### src/rtl/join_seq_pkg.sv
package join_seq_pkg;
  typedef enum logic [2:0] {
    PH_IDLE   = 3'd0,
    PH_LOAD   = 3'd1,
    PH_STREAM = 3'd2,
    PH_DRAIN  = 3'd3,
    PH_DONE   = 3'd4
  } phase_t;
endpackage

### src/rtl/join_seq_fifo.sv
module join_seq_fifo #(
  parameter int DW    = 16,
  parameter int DEPTH = 8,
  localparam int PW   = (DEPTH > 1) ? $clog2(DEPTH) : 1,
  localparam int CNTW = $clog2(DEPTH + 1)
) (
  input  logic            clk,
  input  logic            rst_n,
  input  logic            push,
  input  logic [DW-1:0]   push_data,
  input  logic            pop,
  output logic [DW-1:0]   head,
  output logic [CNTW-1:0] count,
  output logic            full,
  output logic            empty
);
  logic [DW-1:0]   slot_q [DEPTH];
  logic [PW-1:0]   wr_ptr_q, wr_ptr_d, rd_ptr_q, rd_ptr_d;
  logic [CNTW-1:0] cnt_q, cnt_d;

  for (genvar e = 0; e < DEPTH; e++) begin : g_entry
    logic entry_en;
    assign entry_en = push && (wr_ptr_q == PW'(e));
    always_ff @(posedge clk) begin
      if (entry_en) slot_q[e] <= push_data;
    end
  end

  always_comb begin
    wr_ptr_d = wr_ptr_q;
    rd_ptr_d = rd_ptr_q;
    if (push) wr_ptr_d = (wr_ptr_q == PW'(DEPTH - 1)) ? '0 : wr_ptr_q + 1'b1;
    if (pop)  rd_ptr_d = (rd_ptr_q == PW'(DEPTH - 1)) ? '0 : rd_ptr_q + 1'b1;
    cnt_d = cnt_q + CNTW'(push) - CNTW'(pop);
  end

  always_ff @(posedge clk or negedge rst_n) begin
    if (!rst_n) begin
      wr_ptr_q <= '0;
      rd_ptr_q <= '0;
      cnt_q    <= '0;
    end else begin
      wr_ptr_q <= wr_ptr_d;
      rd_ptr_q <= rd_ptr_d;
      cnt_q    <= cnt_d;
    end
  end

  assign head  = slot_q[rd_ptr_q];
  assign count = cnt_q;
  assign full  = (cnt_q == CNTW'(DEPTH));
  assign empty = (cnt_q == '0);
endmodule

### src/rtl/join_seq_port.sv
module join_seq_port #(
  parameter int AW    = 16,
  parameter int DW    = 16,
  parameter int CW    = 16,
  parameter int DEPTH = 8,
  localparam int CNTW = $clog2(DEPTH + 1),
  localparam int HALF = DEPTH / 2
) (
  input  logic            clk,
  input  logic            rst_n,
  input  logic            clear,
  input  logic [AW-1:0]   res_base,
  input  logic            rd_want,
  input  logic [AW-1:0]   rd_addr,
  input  logic [CNTW-1:0] res_cnt,
  input  logic            res_empty,
  input  logic [DW-1:0]   res_head,
  input  logic            mem_wack,
  output logic            rd_fire,
  output logic            wr_fire,
  output logic            mem_req,
  output logic            mem_we,
  output logic [AW-1:0]   mem_addr,
  output logic [DW-1:0]   mem_wdata,
  output logic            wr_idle,
  output logic [CW-1:0]   results_written
);
  logic [AW-1:0] rbase_q;
  logic [CW-1:0] wr_idx_q, wr_idx_d;
  logic [CW-1:0] ack_q, ack_d;
  logic [CW-1:0] pend_q, pend_d;

  assign wr_fire = !res_empty && ((res_cnt > CNTW'(HALF)) || !rd_want);
  assign rd_fire = rd_want && !wr_fire;

  always_comb begin
    wr_idx_d = clear ? '0 : wr_idx_q + CW'(wr_fire);
    ack_d    = clear ? '0 : ack_q + CW'(mem_wack);
    pend_d   = pend_q + CW'(wr_fire) - CW'(mem_wack);
  end

  always_ff @(posedge clk or negedge rst_n) begin
    if (!rst_n) begin
      rbase_q <= '0;
    end else if (clear) begin
      rbase_q <= res_base;
    end
  end

  always_ff @(posedge clk or negedge rst_n) begin
    if (!rst_n) begin
      wr_idx_q <= '0;
      ack_q    <= '0;
      pend_q   <= '0;
    end else begin
      wr_idx_q <= wr_idx_d;
      ack_q    <= ack_d;
      pend_q   <= pend_d;
    end
  end

  assign mem_req         = wr_fire || rd_fire;
  assign mem_we          = wr_fire;
  assign mem_addr        = wr_fire ? (rbase_q + AW'(wr_idx_q)) : rd_addr;
  assign mem_wdata       = res_head;
  assign wr_idle         = (pend_q == '0);
  assign results_written = ack_q;
endmodule

### src/rtl/join_seq_ctrl.sv
module join_seq_ctrl
  import join_seq_pkg::*;
#(
  parameter int AW = 16,
  parameter int DW = 16,
  parameter int CW = 16,
  parameter int N  = 4,
  localparam int SW = (N > 1) ? $clog2(N) : 1
) (
  input  logic          clk,
  input  logic          rst_n,
  input  logic          start,
  input  logic [AW-1:0] new_base,
  input  logic [CW-1:0] new_count,
  input  logic [AW-1:0] old_base,
  input  logic [CW-1:0] old_count,
  input  logic          rd_fire,
  input  logic          mem_rvalid,
  input  logic [DW-1:0] mem_rdata,
  input  logic          drain_ok,
  output logic          accept,
  output logic          rd_want,
  output logic [AW-1:0] rd_addr,
  output logic          arr_load_valid,
  output logic [SW-1:0] arr_load_slot,
  output logic [DW-1:0] arr_load_data,
  output logic [N-1:0]  arr_slot_en,
  output logic          arr_old_valid,
  output logic [DW-1:0] arr_old_data,
  output logic          done,
  output phase_t        phase
);
  phase_t        phase_q, phase_d;
  logic [AW-1:0] nb_q, ob_q;
  logic [CW-1:0] nc_q, oc_q;
  logic [CW-1:0] next_q, next_d;
  logic [CW-1:0] blen_q, blen_d;
  logic [CW-1:0] iss_q, iss_d;
  logic [CW-1:0] rcv_q, rcv_d;
  logic [N-1:0]  slot_q, slot_d;
  logic [N-1:0]  fill_mask;
  logic [CW-1:0] rcv_nx, nxt_idx, remain;

  assign accept = start && ((phase_q == PH_IDLE) || (phase_q == PH_DONE));

  always_ff @(posedge clk or negedge rst_n) begin
    if (!rst_n) begin
      nb_q <= '0;
      ob_q <= '0;
      nc_q <= '0;
      oc_q <= '0;
    end else if (accept) begin
      nb_q <= new_base;
      ob_q <= old_base;
      nc_q <= new_count;
      oc_q <= old_count;
    end
  end

  always_comb begin
    for (int i = 0; i < N; i++) fill_mask[i] = (CW'(i) < blen_q);
  end

  assign rcv_nx  = rcv_q + CW'(mem_rvalid);
  assign nxt_idx = next_q + blen_q;
  assign remain  = nc_q - nxt_idx;

  always_comb begin
    phase_d = phase_q;
    next_d  = next_q;
    blen_d  = blen_q;
    iss_d   = iss_q;
    rcv_d   = rcv_q;
    slot_d  = slot_q;
    case (phase_q)
      PH_IDLE, PH_DONE: begin
        if (accept) begin
          phase_d = PH_DRAIN;
          next_d  = '0;
          blen_d  = '0;
          iss_d   = '0;
          rcv_d   = '0;
          slot_d  = '0;
        end
      end
      PH_LOAD: begin
        iss_d = iss_q + CW'(rd_fire);
        rcv_d = rcv_nx;
        if (rcv_nx == blen_q) begin
          phase_d = PH_STREAM;
          iss_d   = '0;
          rcv_d   = '0;
          slot_d  = fill_mask;
        end
      end
      PH_STREAM: begin
        iss_d = iss_q + CW'(rd_fire);
        rcv_d = rcv_nx;
        if (rcv_nx == oc_q) begin
          phase_d = PH_DRAIN;
          iss_d   = '0;
          rcv_d   = '0;
          slot_d  = '0;
        end
      end
      PH_DRAIN: begin
        if (drain_ok) begin
          next_d = nxt_idx;
          iss_d  = '0;
          rcv_d  = '0;
          if (nxt_idx >= nc_q) begin
            phase_d = PH_DONE;
          end else begin
            phase_d = PH_LOAD;
            blen_d  = (remain >= CW'(N)) ? CW'(N) : remain;
          end
        end
      end
      default: phase_d = PH_IDLE;
    endcase
  end

  always_ff @(posedge clk or negedge rst_n) begin
    if (!rst_n) begin
      phase_q <= PH_IDLE;
      next_q  <= '0;
      blen_q  <= '0;
      iss_q   <= '0;
      rcv_q   <= '0;
      slot_q  <= '0;
    end else begin
      phase_q <= phase_d;
      next_q  <= next_d;
      blen_q  <= blen_d;
      iss_q   <= iss_d;
      rcv_q   <= rcv_d;
      slot_q  <= slot_d;
    end
  end

  assign rd_want = ((phase_q == PH_LOAD) && (iss_q < blen_q)) ||
                   ((phase_q == PH_STREAM) && (iss_q < oc_q));
  assign rd_addr = (phase_q == PH_LOAD) ? (nb_q + AW'(next_q + iss_q))
                                        : (ob_q + AW'(iss_q));

  assign arr_load_valid = (phase_q == PH_LOAD) && mem_rvalid;
  assign arr_load_slot  = rcv_q[SW-1:0];
  assign arr_load_data  = mem_rdata;
  assign arr_old_valid  = (phase_q == PH_STREAM) && mem_rvalid;
  assign arr_old_data   = mem_rdata;
  assign arr_slot_en    = slot_q;
  assign done           = (phase_q == PH_DONE);
  assign phase          = phase_q;
endmodule

### src/rtl/join_seq.sv
module join_seq
  import join_seq_pkg::*;
#(
  parameter int AW    = 16,
  parameter int DW    = 16,
  parameter int CW    = 16,
  parameter int N     = 4,
  parameter int DEPTH = 8,
  localparam int SW   = (N > 1) ? $clog2(N) : 1,
  localparam int CNTW = $clog2(DEPTH + 1)
) (
  input  logic          clk,
  input  logic          rst_n,
  input  logic          start,
  input  logic [AW-1:0] new_base,
  input  logic [CW-1:0] new_count,
  input  logic [AW-1:0] old_base,
  input  logic [CW-1:0] old_count,
  input  logic [AW-1:0] res_base,
  output logic          done,
  output logic [CW-1:0] results_written,
  output logic          mem_req,
  output logic          mem_we,
  output logic [AW-1:0] mem_addr,
  output logic [DW-1:0] mem_wdata,
  input  logic          mem_rvalid,
  input  logic [DW-1:0] mem_rdata,
  input  logic          mem_wack,
  output logic          arr_load_valid,
  output logic [SW-1:0] arr_load_slot,
  output logic [DW-1:0] arr_load_data,
  output logic [N-1:0]  arr_slot_en,
  output logic          arr_old_valid,
  output logic [DW-1:0] arr_old_data,
  input  logic          arr_res_valid,
  input  logic [DW-1:0] arr_res_data,
  output logic          arr_res_ready,
  input  logic          arr_idle
);
  phase_t          phase;
  logic            accept, rd_want, rd_fire, wr_fire, wr_idle, drain_ok;
  logic [AW-1:0]   rd_addr;
  logic [CNTW-1:0] res_cnt;
  logic            res_full, res_empty, res_push;
  logic [DW-1:0]   res_head;

  assign res_push      = arr_res_valid && !res_full;
  assign arr_res_ready = !res_full;
  assign drain_ok      = arr_idle && res_empty && wr_idle;

  join_seq_ctrl #(.AW(AW), .DW(DW), .CW(CW), .N(N)) u_ctrl (
    .clk            (clk),
    .rst_n          (rst_n),
    .start          (start),
    .new_base       (new_base),
    .new_count      (new_count),
    .old_base       (old_base),
    .old_count      (old_count),
    .rd_fire        (rd_fire),
    .mem_rvalid     (mem_rvalid),
    .mem_rdata      (mem_rdata),
    .drain_ok       (drain_ok),
    .accept         (accept),
    .rd_want        (rd_want),
    .rd_addr        (rd_addr),
    .arr_load_valid (arr_load_valid),
    .arr_load_slot  (arr_load_slot),
    .arr_load_data  (arr_load_data),
    .arr_slot_en    (arr_slot_en),
    .arr_old_valid  (arr_old_valid),
    .arr_old_data   (arr_old_data),
    .done           (done),
    .phase          (phase)
  );

  join_seq_fifo #(.DW(DW), .DEPTH(DEPTH)) u_fifo (
    .clk       (clk),
    .rst_n     (rst_n),
    .push      (res_push),
    .push_data (arr_res_data),
    .pop       (wr_fire),
    .head      (res_head),
    .count     (res_cnt),
    .full      (res_full),
    .empty     (res_empty)
  );

  join_seq_port #(.AW(AW), .DW(DW), .CW(CW), .DEPTH(DEPTH)) u_port (
    .clk             (clk),
    .rst_n           (rst_n),
    .clear           (accept),
    .res_base        (res_base),
    .rd_want         (rd_want),
    .rd_addr         (rd_addr),
    .res_cnt         (res_cnt),
    .res_empty       (res_empty),
    .res_head        (res_head),
    .mem_wack        (mem_wack),
    .rd_fire         (rd_fire),
    .wr_fire         (wr_fire),
    .mem_req         (mem_req),
    .mem_we          (mem_we),
    .mem_addr        (mem_addr),
    .mem_wdata       (mem_wdata),
    .wr_idle         (wr_idle),
    .results_written (results_written)
  );
endmodule

### config.mk
export PLATFORM = sky130hd
export DESIGN_NAME = join_seq
export DESIGN_NICKNAME = d
export VERILOG_FILES = /design/src/rtl/join_seq_pkg.sv /design/src/rtl/join_seq_fifo.sv /design/src/rtl/join_seq_port.sv /design/src/rtl/join_seq_ctrl.sv /design/src/rtl/join_seq.sv
export SDC_FILE = /design/constraint.sdc
export NUM_CORES = 1
export LEC_CHECK = 0
export BUFFER_PORTS_ARGS = -buffer_cell sky130_fd_sc_hd__buf_2
export CAP_MARGIN = 25
export CORE_MARGIN = 8
export CORE_UTILIZATION = 56
export CTS_CLUSTER_DIAMETER = 30
export CTS_CLUSTER_SIZE = 16
export DETAILED_ROUTE_END_ITERATION = 10
export GPL_ROUTABILITY_DRIVEN = 0
export PLACE_DENSITY_LB_ADDON = 0.1
export SLEW_MARGIN = 10
export SYNTH_ARGS = -nofsm -noshare
export SYNTH_HDL_FRONTEND = slang
export SYNTH_SLANG_ARGS = --single-unit
### constraint.sdc
create_clock -name clk -period 10.3 [get_ports clk]
set_input_delay 2.06 -clock clk [delete_from_list [all_inputs] [get_ports clk]]
set_output_delay 2.06 -clock clk [all_outputs]
set_load 0.02 [all_outputs]
==> reports/results.ini <==
[pwr]
power_density_nw_per_um2=321.7
p_leak_nw=11.01
peakVddDrop_mv=0.2235

[layout]
drive_above_1_share=0.1867
fin_area_um2=24130
n_antenna_cell=0
syn_to_final_growth_pct=19.95
top_register=u_fifo.slot_q
utilization=0.6800
largest_reg_flops=128
fin_nets=2382

[yosys]
synth.most_common_cell=nand2_1
synth_area_leader_cell=dfrtp_1
synth-async-reset-ratio=0.6202
yosysSeqAreaShare=0.4511
yosys.area.top_type_share=0.2600
synth_warnings=0
syn_nets=2216
ys_ff_latch=337
syn_area_um2=20110
synth.top_cells.by_count=nand2_1, dfrtp_1, ha_1
ys_types=84
synth_flop_cell=dfrtp_1
synth_area_leaders=dfrtp_1, edfxtp_1, ha_1
postSynthAreaPerCell_um2=10.43
syn_inst=1929
synth_edf_count=128

[hold_path]
min_from=u_port.rbase_q[11]$_DFFE_PN0P_
hold_class=reg -> reg

[critical_path]
r2r_setup_slack_ns=5.00
worstSetupPathType=reg -> out
arrival_ns=4.41
cp_max_fo=9
timing.rr.start=u_ctrl.iss_q[1]$_DFFE_PN0P_
r2r_cells=22
r2r_end=u_port.pend_q[15]$_DFF_PN0_
start_kind=flip-flop
crit_start=u_ctrl.iss_q[1]$_DFFE_PN0P_
cp_data_required_time_ns=8.24
end_kind=primary output
cp-endpoint=mem_addr[15]

[timing]
tightest_slew_ns=1.036
fmax_ghz=0.1546
hold_viol=0
setup_viol=0
clock_skew_ns=0.01794
rsz0062_at_grt=false
slew_headroom=0.3097
drv_slew=0
min_period_ns=6.469
final.setup.tns_ns=0
fin_crit_sh=0.6281

[global_route]
gr-max-usage-layer=met2
grt_first_pass_wirelength_mm=84.56
met3_usage=0.04723
first_global_vias=15550
antenna_found_initial=0
grtUsageTotal=0.2552
grtUsageMet1=0.3391
globalRouteMet2Util=0.4101
grt-ovfl-total=0
grt_max_degree=89

[drt]
drt-total-wl_mm=52.80
drtAntennaViolNets=0
routed_via_density=5.759
drt-pass1-iter-count=7
drc=0
num_vias=15120
drt_iter0_drc=996
post_drt_wl_per_cell_um=20.11

[clock_tree]
postCtsHoldBufs=0
clockBufferDepth=3
cts_setup_buffers=0
cts_resized=0
clk_pin_slew_worst_paths_ns=0.04
clockRootBuffer=clkbuf_16
cts_buffers=82
insertion_delay_ns=0.60
htreeDepth=3
cts_tree=built
clock_sinks=337

[run]
drv_cap=0

[die]
die_w_um=205.5
io_pins=211
die_y_um=205.5
core_area_um2=35480
start_util=0.5669
die_area_um2=42240
rows=69

[placed_design]
place_hpwl_mm=36.83
placed_area_um2=21110
io_buffers=162

[outcome]
status=finished, final reports clean

[per-layer routing]
layer | up-vias | part of all wire
met5 | - | 0
met4 | 0 | 0.030
met3 | 104 | 0.056
met2 | 464 | 0.48
met1 | 7388 | 0.44
li1 | 7161 | -
[report_power, final]
group          leakage, nW  internal, mW  total (mW)  switching, mW
Sequential            3.87          1.74        2.00          0.258
Clock                 1.44          1.83        2.69          0.858
Combinational         5.70          1.25        3.08           1.83
[logic make-up (layout without fill, tap and decap cells)]
family / count (synthesis) / in the layout / share of synthesized area
multiplexers: 73 / 73 / 0.05766
adder cells (fa/ha/maj): 171 / 171 / 0.1142
AND/OR/NAND/NOR: 634 / 634 / 0.1438
buffers and inverters: 201 / 436 / 0.04497
flip-flops: 337 / 337 / 0.4511
XOR/XNOR: 147 / 147 / 0.07259
AO/OA/AOI/OAI: 366 / 366 / 0.1157
[worst min-delay path by stage]
stage | end | slack, ns | depth (start not counted)
2_1_floorplan | u_ctrl.ob_q[0]$_DFFE_PN0P_ | 0.45 | 2
3_3_place_gp | u_ctrl.ob_q[12]$_DFFE_PN0P_ | 0.47 | 2
3_5_place_dp | u_ctrl.nc_q[6]$_DFFE_PN0P_ | 0.47 | 2
4_1_cts | u_ctrl.arr_slot_en[0]$_DFFE_PN0P_ | 0.48 | 2
5_1_grt | u_ctrl.arr_slot_en[0]$_DFFE_PN0P_ | 0.51 | 2
6_report | u_port.rbase_q[11]$_DFFE_PN0P_ | 0.48 | 2
[layout by cell type, fill, tap and decap left out, types with 13 or more instances in the layout]
master / synthesis / final
inv_1: 105 / 105
mux2_2: 23 / 23
xnor2_1: 72 / 72
clkbuf_16: 0 / 85
a211oi_1: 18 / 18
edfxtp_1: 128 / 128
nor3_1: 34 / 33
xor2_1: 62 / 62
nand3_1: 54 / 54
o21ai_0: 133 / 133
dfrtp_1: 209 / 208
ha_1: 146 / 146
nor2b_1: 16 / 16
a21o_1: 35 / 35
or3_1: 16 / 16
nand2_1: 303 / 302
and2_1: 28 / 27
buf_2: 3 / 161
a21oi_1: 67 / 67
mux2i_1: 18 / 18
clkbuf_8: 0 / 13
mux4_2: 32 / 32
and3_1: 31 / 31
fa_1: 22 / 22
nor2_1: 102 / 101
[stage by stage]
| step | instances | power (mW) | hold WS (ns) | setup slack, ns |
|---|---|---|---|---|
| floorplan | 1929 | 4.207 | 0.4497 | 4.879 |
| global placement | 2469 | 4.969 | 0.4702 | 4.533 |
| detailed placement | 2469 | 5.044 | 0.4701 | 4.458 |
| CTS | 2622 | 7.790 | 0.4806 | 3.826 |
| global route | 2625 | 8.238 | 0.5112 | 3.603 |
| finish | 2625 | 7.761 | 0.4762 | 3.831 |
[worst max-delay path, stage by stage, from the launching register on]
cell      delay (ns)
dfrtp_1         0.50
fa_1            0.59
ha_1            0.17
inv_1           0.05
fa_1            0.38
nor2b_1         0.16
o21ai_0         0.12
a21boi_0        0.22
o21ai_0         0.13
a21oi_1         0.26
a211oi_1        0.14
o31a_1          0.33
xnor2_1         0.13
o32a_1          0.19
mux2i_1         0.22
buf_2           0.21
[final cells by class]
| cell class | instances | area [um2] |
|---|---|---|
| fill | 2729 | 11360 |
| clock inverter | 53 | 649.4 |
| tap | 461 | 576.8 |
| clock buffer | 100 | 2292 |
| inverter | 107 | 401.6 |
| sequential | 337 | 9075 |
| multi-input combinational | 1391 | 10150 |
| timing repair buffer | 176 | 983.4 |
Note: power is estimated with default switching activity, not from simulation.
